===== src/rtl/f2i_pkg.sv =====
package f2i_pkg;

    localparam int FP_W    = 32;
    localparam int EXP_W   = 8;
    localparam int FRAC_W  = 23;
    localparam int INT_W   = 32;
    localparam int BIAS    = 127;
    localparam int MANT_W  = FRAC_W + 1;
    localparam int FIX_W   = 2 * INT_W;
    localparam int SH_W    = $clog2(FIX_W);
    // exponent field below which |x| < 0.5 (no integer bit reachable)
    localparam int TINY_LIM = BIAS - 1;
    // exponent field at which |x| >= 2^(INT_W-1)
    localparam int SAT_LIM  = BIAS + INT_W - 1;
    // shift that places the significand into a Q(INT_W).(INT_W) frame
    localparam int SH_OFF   = BIAS - (INT_W - FRAC_W);

    typedef enum logic [1:0] {
        K_FINITE   = 2'd0,
        K_NAN      = 2'd1,
        K_SAT      = 2'd2,
        K_MINEXACT = 2'd3
    } kind_e;

    typedef struct packed {
        logic              sign;
        kind_e             kind;
        logic              tiny;
        logic [SH_W-1:0]   shamt;
        logic [MANT_W-1:0] mant;
    } unpk_t;

    typedef struct packed {
        logic             sign;
        kind_e            kind;
        logic [INT_W-1:0] mag;
        logic             sticky;
    } algn_t;

    typedef struct packed {
        logic invalid;
        logic saturated;
        logic inexact;
    } ccode_t;

    function automatic logic [INT_W-1:0] clamp_value(input logic neg);
        return neg ? {1'b1, {(INT_W-1){1'b0}}} : {1'b0, {(INT_W-1){1'b1}}};
    endfunction

endpackage


===== src/rtl/f2i_unpack.sv =====
module f2i_unpack
    import f2i_pkg::*;
(
    input  logic            clk,
    input  logic            rst,
    input  logic            in_valid,
    input  logic [FP_W-1:0] in_fp,
    output logic            out_valid,
    output unpk_t           out_u
);
    logic              sgn;
    logic [EXP_W-1:0]  efield;
    logic [FRAC_W-1:0] ffield;
    logic [EXP_W:0]    ediff;
    unpk_t             nxt;

    always_comb begin
        sgn    = in_fp[FP_W-1];
        efield = in_fp[FP_W-2 -: EXP_W];
        ffield = in_fp[FRAC_W-1:0];
        ediff  = {1'b0, efield} - (EXP_W+1)'(SH_OFF);

        nxt.sign  = sgn;
        nxt.mant  = {(efield != '0), ffield};
        nxt.tiny  = (int'(efield) < TINY_LIM);
        nxt.shamt = nxt.tiny ? '0 : ediff[SH_W-1:0];

        if (efield == '1)
            nxt.kind = (ffield != '0) ? K_NAN : K_SAT;
        else if (int'(efield) >= SAT_LIM)
            nxt.kind = (sgn && int'(efield) == SAT_LIM && ffield == '0) ? K_MINEXACT : K_SAT;
        else
            nxt.kind = K_FINITE;
    end

    always_ff @(posedge clk) begin
        if (rst) out_valid <= 1'b0;
        else     out_valid <= in_valid;
        out_u <= nxt;
    end

    assert_stage1_follow_R10: assert property (@(posedge clk) disable iff (rst)
        in_valid |=> out_valid);

    assert_stage1_bubble_R10: assert property (@(posedge clk) disable iff (rst)
        !in_valid |=> !out_valid);

endmodule


===== src/rtl/f2i_align.sv =====
module f2i_align
    import f2i_pkg::*;
(
    input  logic  clk,
    input  logic  rst,
    input  logic  in_valid,
    input  unpk_t in_u,
    output logic  out_valid,
    output algn_t out_a
);
    logic [FIX_W-1:0] wide;
    algn_t            nxt;

    always_comb begin
        wide       = FIX_W'(in_u.mant) << in_u.shamt;
        nxt.sign   = in_u.sign;
        nxt.kind   = in_u.kind;
        nxt.mag    = in_u.tiny ? '0 : wide[FIX_W-1:INT_W];
        nxt.sticky = in_u.tiny ? (in_u.mant != '0) : (wide[INT_W-1:0] != '0);
    end

    always_ff @(posedge clk) begin
        if (rst) out_valid <= 1'b0;
        else     out_valid <= in_valid;
        out_a <= nxt;
    end

    assert_stage2_follow_R10: assert property (@(posedge clk) disable iff (rst)
        in_valid |=> out_valid);

    // finite operands never reach a 2^31 magnitude
    assert_mag_range_R2: assert property (@(posedge clk) disable iff (rst)
        (out_valid && out_a.kind == K_FINITE) |-> !out_a.mag[INT_W-1]);

    // a fraction can only remain when the magnitude is below 2^FRAC_W
    assert_frac_small_R3: assert property (@(posedge clk) disable iff (rst)
        (out_valid && out_a.kind == K_FINITE && out_a.sticky)
            |-> (out_a.mag < (INT_W)'(1 << FRAC_W)));

endmodule


===== src/rtl/f2i_round.sv =====
module f2i_round
    import f2i_pkg::*;
(
    input  logic             clk,
    input  logic             rst,
    input  logic             in_valid,
    input  algn_t            in_a,
    output logic             out_valid,
    output logic [INT_W-1:0] out_int,
    output ccode_t           out_cc
);
    logic [INT_W-1:0] bumped;
    logic [INT_W-1:0] res;
    ccode_t           cc;

    always_comb begin
        bumped = in_a.mag + INT_W'(in_a.sticky & ~in_a.sign);
        res    = '0;
        cc     = '0;
        unique case (in_a.kind)
            K_FINITE: begin
                res        = in_a.sign ? -bumped : bumped;
                cc.inexact = in_a.sticky;
            end
            K_NAN: begin
                cc.invalid = 1'b1;
            end
            K_SAT: begin
                res          = clamp_value(in_a.sign);
                cc.saturated = 1'b1;
            end
            K_MINEXACT: begin
                res = clamp_value(1'b1);
            end
            default: ;
        endcase
    end

    always_ff @(posedge clk) begin
        if (rst) out_valid <= 1'b0;
        else     out_valid <= in_valid;
        out_int <= res;
        out_cc  <= cc;
    end

    assert_stage3_follow_R10: assert property (@(posedge clk) disable iff (rst)
        in_valid |=> out_valid);

    assert_sat_extreme_R6: assert property (@(posedge clk) disable iff (rst)
        (out_valid && out_cc.saturated)
            |-> (out_int == 32'h7FFF_FFFF || out_int == 32'h8000_0000));

    assert_nan_zero_R8: assert property (@(posedge clk) disable iff (rst)
        (out_valid && out_cc.invalid)
            |-> (out_int == '0 && !out_cc.saturated && !out_cc.inexact));

    assert_inexact_unsat_R9: assert property (@(posedge clk) disable iff (rst)
        (out_valid && out_cc.inexact) |-> !out_cc.saturated);

    // a rounded result is always small, never the negative extreme
    assert_inexact_small_R4: assert property (@(posedge clk) disable iff (rst)
        (out_valid && out_cc.inexact) |-> (out_int != 32'h8000_0000));

endmodule


===== src/rtl/f2i_ceil_pipe.sv =====
module f2i_ceil_pipe
    import f2i_pkg::*;
(
    input  logic        clk,
    input  logic        rst,
    input  logic        in_valid,
    input  logic [31:0] in_fp,
    output logic        out_valid,
    output logic [31:0] out_int,
    output logic [2:0]  out_flags
);
    logic   s1_valid;
    unpk_t  s1_u;
    logic   s2_valid;
    algn_t  s2_a;
    ccode_t cc;

    f2i_unpack u_unpack (
        .clk       (clk),
        .rst       (rst),
        .in_valid  (in_valid),
        .in_fp     (in_fp),
        .out_valid (s1_valid),
        .out_u     (s1_u)
    );

    f2i_align u_align (
        .clk       (clk),
        .rst       (rst),
        .in_valid  (s1_valid),
        .in_u      (s1_u),
        .out_valid (s2_valid),
        .out_a     (s2_a)
    );

    f2i_round u_round (
        .clk       (clk),
        .rst       (rst),
        .in_valid  (s2_valid),
        .in_a      (s2_a),
        .out_valid (out_valid),
        .out_int   (out_int),
        .out_cc    (cc)
    );

    assign out_flags = cc;

    assert_reset_idle_R11: assert property (@(posedge clk)
        rst |=> !out_valid);

endmodule


===== config.mk =====
export PLATFORM = sky130hd
export DESIGN_NAME = f2i_ceil_pipe
export DESIGN_NICKNAME = d
export VERILOG_FILES = /design/src/rtl/f2i_pkg.sv /design/src/rtl/f2i_unpack.sv /design/src/rtl/f2i_align.sv /design/src/rtl/f2i_round.sv /design/src/rtl/f2i_ceil_pipe.sv
export SDC_FILE = /design/constraint.sdc
export NUM_CORES = 1
export LEC_CHECK = 0
export BUFFER_PORTS_ARGS = -buffer_cell sky130_fd_sc_hd__buf_2
export CORE_MARGIN = 2
export CORE_UTILIZATION = 50
export DETAILED_ROUTE_END_ITERATION = 8
export GPL_ROUTABILITY_DRIVEN = 1
export PLACE_DENSITY = 0.69
export SYNTH_ARGS = -nofsm -noshare
export SYNTH_HDL_FRONTEND = slang
export SYNTH_SLANG_ARGS = --single-unit

===== constraint.sdc =====
create_clock -name clk -period 4.4 [get_ports clk]
set_input_delay 0.22 -clock clk [delete_from_list [all_inputs] [get_ports clk]]
set_output_delay 0.22 -clock clk [all_outputs]
set_load 0.005 [all_outputs]

* After elaboration in Yosys (flattened, before gate mapping)
Cells that the tools add are included.
** Word-level totals
- Output and inout port bits :: 36
- Flip-flop bits (word level) :: 108
- Word-level logic and storage cells :: 47
** Operators by class
- Shifts and indexed selects :: 1
- $lt $le $gt $ge :: 2
- Add/subtract/negate cells :: 3
- Bitwise logic cells :: 2
- Reductions and logical operators :: 8
- Muxes and demuxes :: 10
- Equality and inequality tests :: 5
** Operators with widths (count)
- 32-bit one-hot mux with 3 select lines :: 1
- 32-bit two-way mux :: 2
- 24-bit by 6-bit left shift with 64-bit output :: 1
- 32-bit adder :: 1
- 1-bit by 32-bit AND with 32-bit output :: 1
- 32-bit negation :: 1
- 1-bit inverter with 32-bit output :: 1
- 32-bit nonzero test :: 1
- 24-bit nonzero test :: 1
- 23-bit logical NOT :: 1
- 23-bit nonzero test :: 1
- 8-bit == test, second input constant :: 2
- 8-bit greater-or-equal comparator, second input constant :: 1
- 8-bit by 7-bit < comparator with 1-bit output, second input constant :: 1
- 8-bit nonzero test :: 1
- 2-bit two-way mux :: 3
- 6-bit subtractor, second input constant :: 1
- 2-bit == test, second input constant :: 2
- 1-bit two-way mux :: 4
- 2-bit by 1-bit == test with 1-bit output, second input constant :: 1
- 1-bit logical AND :: 2
- 2-bit logical NOT :: 1

* Depth between registers and ports, before layout
- Depth after elaboration :: 6
- Gate-level depth with buffers :: 15
- Gate-level depth less buffers :: 12

* Cells and area by module
A second synthesis with hierarchy kept.
** Unflattened totals
- Cell total of the unflattened synthesis :: 879
- Area, all modules :: 7586.0 µm²
** By module, submodules not included
- f2i_round :: times used 1, area an instance 3345.7 µm², cells an instance 438, sequential area each 720.7 µm²
- f2i_align :: times used 1, area an instance 3300.7 µm², cells an instance 369, sequential area each 740.7 µm²
- f2i_unpack :: times used 1, area an instance 939.7 µm², cells an instance 72, sequential area each 700.7 µm²

* Least setup slack after synthesis
No wires, ideal clock.
- Path kind :: register to register
- From :: register u_align.out_a[35] (netlist bit)
- To :: register u_round.out_int[25]
- Stages on the path, launching flop included :: 15
- Period minus slack after synthesis :: 3.581 ns
- Arrival time :: 3.519 ns
- Setup slack :: 0.819 ns
- Path buffers :: 3
- Cell sequence :: dfxtp_1 > clkbuf_1 > clkbuf_1 > nor2b_1 > ha_1 > ha_1 > buf_2 > xor2_1 > or3_1 > nor2_1 > nand4b_2 > nor4_4 > nand2_2 > or4_1 > nand3_1
** On the way
- Cells in the longest elaborated chain, start to end :: 6
- Elaborated cells on any way between the ends :: 7
- Classes of those cells :: add/sub: 2; mux: 3; bitwise: 2
** RTL lines
- from (decl) :: line f2i_align.sv:9 : output algn_t out_a
- from (signal assigned) :: line f2i_align.sv:25 : out_a <= nxt;
- 1-bit inverter with 32-bit output :: line f2i_round.sv:17 : bumped = in_a.mag + INT_W'(in_a.sticky & ~in_a.sign);
- 1-bit by 32-bit AND with 32-bit output :: line f2i_round.sv:17
- 32-bit adder :: line f2i_round.sv:17
- 32-bit negation :: line f2i_round.sv:22 : res = in_a.sign ? -bumped : bumped;
- 32-bit two-way mux :: line f2i_round.sv:22
- 32-bit one-hot mux with 3 select lines (*) :: line f2i_round.sv:20 : unique case (in_a.kind)
- to (signal assigned) :: line f2i_round.sv:42 : out_int <= res;
- to (decl) :: line f2i_round.sv:9 : output logic [INT_W-1:0] out_int,
Mark *: on every way between the ends. The rest lies on a longest branch, timed or not.
A chain may end at the register's enable or synchronous reset.

* Final worst setup path
- From :: register u_align.out_a[0] (netlist bit)
- To :: register u_round.out_int[28]
** On the way
- Cells in the longest elaborated chain, start to end :: 5
** RTL lines (line)
- 1-bit by 32-bit AND with 32-bit output (*) :: f2i_round.sv:17
- 32-bit adder (*) :: f2i_round.sv:17
- 32-bit negation :: f2i_round.sv:22
- 32-bit two-way mux (*) :: f2i_round.sv:22
- 32-bit one-hot mux with 3 select lines (*) :: f2i_round.sv:20
Marked as above.

==> run summary <==
Clock latency on the worst-skew pair, taken at its later pin, is 0.36 ns. From bottom edge to top edge, the die measures 120 µm. The total routing usage reported by global routing came out at 0.291. Cell count of the worst reg-to-reg path: 11. For the final cell utilization of the core, the log shows 0.582. Once detail routing completed, the nets flagged for antenna violations numbered 0. Adding up every negative setup slack in the final design gives 0 ns. The logs give 42 for the floorplan row count and 1027 for the total instance count after detailed placement. Entering global routing, the biggest net connects 41 pins.

The worst setup path is launched from a flop. By area the synthesized netlist is led by dfxtp_1 (32%), mux4_2 (6.7%), nor2_1 (5.4%). For the effective utilization at floorplan, the log shows 0.510. The cell with the most instances after synthesis was dfxtp_1. Setup violations remaining at the end of the flow were counted as 0. The post-synthesis to final-layout area growth was 14.1%; the switching share of power was 0.341. For the total standard cell area after synthesis, the log shows 6760 µm².

The sequential group share of total power is 0.426, and the max-slew headroom at the worst pin is 0.241. In this run, CTS created clock tree buffers numbering 9. The logs give 3.07 nW for the static leakage power and 74 for the count of different cell masters after synthesis. The clock net in this run drives a total of 108 sinks.

Using the TritonRoute via totals, the vias-per-cell ratio works out to 6.34. The first-pass GRT wire length is 33.2 mm. Counting instances, the worst hold path has a depth of 2. The area fraction of the dominant cell type after synthesis is 0.320, and the final clock period utilization by the worst path is 0.904. The fraction of the yosys area taken by sequential cells came out at 0.320.

Detailed placement finished with a half-perimeter wire length of 15.5 mm. Once routing completed, OpenROAD measured the worst setup slack at 0.424 ns. The mean area per synthesized cell is 8.18 µm², and the layout cell share with drive strength beyond 1 is 0.165. The cell count after synthesis came out at 826. The standard cell area after detailed placement is 7170 µm², and the hold buffer count at cts is 24. For this run, the detailed router's first-pass iteration total came to 6. The worst setup path is of the reg2reg kind. The power per unit of standard cell area is 350 nW/µm², and the DRC violations left is 0.

The number of nets handed over by synthesis was 865. The initial antenna violation count is 0. The flow ran to the end, and the final reports show no timing, DRC or antenna violations.

The fmax was 251 MHz. In this run the horizontal extent of the chip is 120 µm. The tools report the worst slack at placement as 0.536 ns. Combinational power share: 0.278.

During I/O placement, the number of pins put on the boundary was 71. At the end of the flow, the number of nets in the layout was 925. Counting along the longest clock path gives a buffer depth of 2. For the number of global-route vias before repair, the log shows 6389.

Input and output buffers added on the ports amount to 70. The post-route minimum period is 3.98 ns. TritonCTS built the clock tree. Yosys printed 0 warnings.

The internal cell power is 1.78 mW. The tools report the cell area after layout as 7710 µm². The max-slew violation count was 0; the pin slew with the least headroom to its limit was 1.14 ns.

The synthesized design contains 0 enable-type register cells. Of all nets on the critical path, the largest fanout is 12. Setup repair after global routing left no endpoint under its margin. Commonest register cell after synthesis: dfxtp_1.

The commonest cells after synthesis are dfxtp_1 (108), nor2_1 (97), nand2_1 (93). VDD sags by at most 0.294 mV. Wire length reported by the detailed router: 21.0 mm.

Aggregate global routing overflow: 0. The synthesized design spends more area on one cell type than any other, namely dfxtp_1. The analysis attributes to net switching a power of 921 µW.

In this run the register-to-register setup slack is 0.42 ns. The async set-or-reset flop fraction in the synthesized netlist is 0. The tools report the maximum level of the CTS H-tree as 3. Summing over every cut layer, the via total after detailed routing is 6766. The data required time of the worst path was 4.65 ns; the routed wire length per instance was 19.6 µm.

The congestion estimate from routability-driven global placement came to 0.990. In this run the clock root is driven by a clkbuf_16. Clock skew on the completed layout was measured at 0.0139 ns. Once the clock tree was built, the resizer swapped 0 gates to a different size. The arrival time of the worst setup path came out at 4.23 ns.

Number of inserted diodes: 0. STA classifies the critical path endpoint as a flop. In this run, the number of DRC markers left after iteration 0 of detailed routing was 829. After clock tree synthesis, the clock-pin slew on the worst setup and hold paths is 0.08 ns. The finished layout holds 1067 standard cells, fillers aside. The synthesized design contains 108 register bits. The core box area was 13200 µm². The die covers 14500 µm². The share of total power in the clock network came out at 0.295.

The worst hold-check path type is in2reg. Once the clock tree was built, the setup fixing pass inserted 0 buffers. Max-cap violations in this run came to 0.

The final number of hold-violating endpoints is 0.
==> power by group through the flow <==
stage / sequential (mW) / combinational, mW / clock (mW)
finish: 1.15 / 0.752 / 0.798
floorplan: 1.13 / 0.517 / 0
detailed placement: 1.17 / 0.712 / 0
global route: 1.16 / 0.814 / 0.851
global placement: 1.17 / 0.711 / 0
CTS: 1.15 / 0.731 / 0.812
==> critical path, stage by stage (launching register included) <==
cell	delay (ns)
dfxtp_1	0.33
nor2b_1	0.13
ha_1	0.42
ha_1	0.41
and4_1	0.47
nand2_1	0.15
nor4bb_1	0.47
o2111ai_2	0.32
nor4_2	0.66
a31oi_1	0.15
a41oi_1	0.27
nand2_1	0.09
==> logic make-up (layout without fill, tap and decap cells) <==
family,after synthesis,count (layout),synth area share
simple gates,354,354,0.264
flops,108,108,0.320
fa+ha+maj,4,4,0.00740
mux,58,58,0.124
compound gates,191,191,0.189
xor+xnor,36,36,0.0478
buf+inv,75,140,0.0481
==> flip-flops by register name (all words and copies together), names as in the netlist <==
register and flops:
u_align.out_a 36, u_unpack.out_u 34, u_round.out_int 32, u_round.out_cc 3, u_align.out_valid 1, u_round.out_valid 1
u_unpack.out_valid 1
==> layout make-up <==
cell class                      instances  area [µm²]
Fill cell                            1219        5530
Multi-Input combinational cell        643        4270
Sequential cell                       108        2160
Timing Repair Buffer                  108         696
Clock buffer                            9         225
Tap cell                              176         220
Clock inverter                          7        73.8
Inverter                               16        60.1
==> path summary, 6_finish.rpt <==
check,start,endpoint
max reg2reg,u_align.out_a[0],u_round.out_int[28]
max,u_align.out_a[0],u_round.out_int[28]
min reg2reg,u_unpack.out_u[32],u_align.out_a[34]
min,rst,u_align.out_valid
==> cells in the final DEF, fill, tap and decap left out, types with 9 or more instances in the layout <==
| cell type | n |
|---|---|
| mux4_2 | 20 |
| a21oi_1 | 48 |
| xor2_1 | 17 |
| dfxtp_1 | 108 |
| dlygate4sd3_1 | 24 |
| inv_1 | 12 |
| nor2b_1 | 12 |
| o21ai_0 | 29 |
| and3_1 | 11 |
| xnor2_1 | 18 |
| buf_4 | 14 |
| buf_2 | 70 |
| o22ai_1 | 16 |
| nand4_1 | 15 |
| mux2i_1 | 32 |
| nor4_1 | 19 |
| a31oi_1 | 17 |
| nor3_1 | 31 |
| clkbuf_16 | 9 |
| nand2_1 | 93 |
| nand3_1 | 25 |
| nor2_1 | 97 |
==> through the flow <==
step / total power, mW / hold slack (ns)
after floorplan: 1.65 / 0.248
after CTS: 2.69 / 0.0332
after global placement: 1.88 / 0.316
final: 2.70 / 0.0397
after global routing: 2.83 / 0.0402
after detailed placement: 1.88 / 0.315
==> per-layer routing <==
layer  up-vias  GRT usage  part of all wire
li1       3166          -                 -
met3        38     0.0708             0.074
met5         -          0                 0
met2       300      0.453              0.46
met4         0     0.0799             0.016
met1      3262      0.403              0.45
Power figures use the tool's default switching activity.
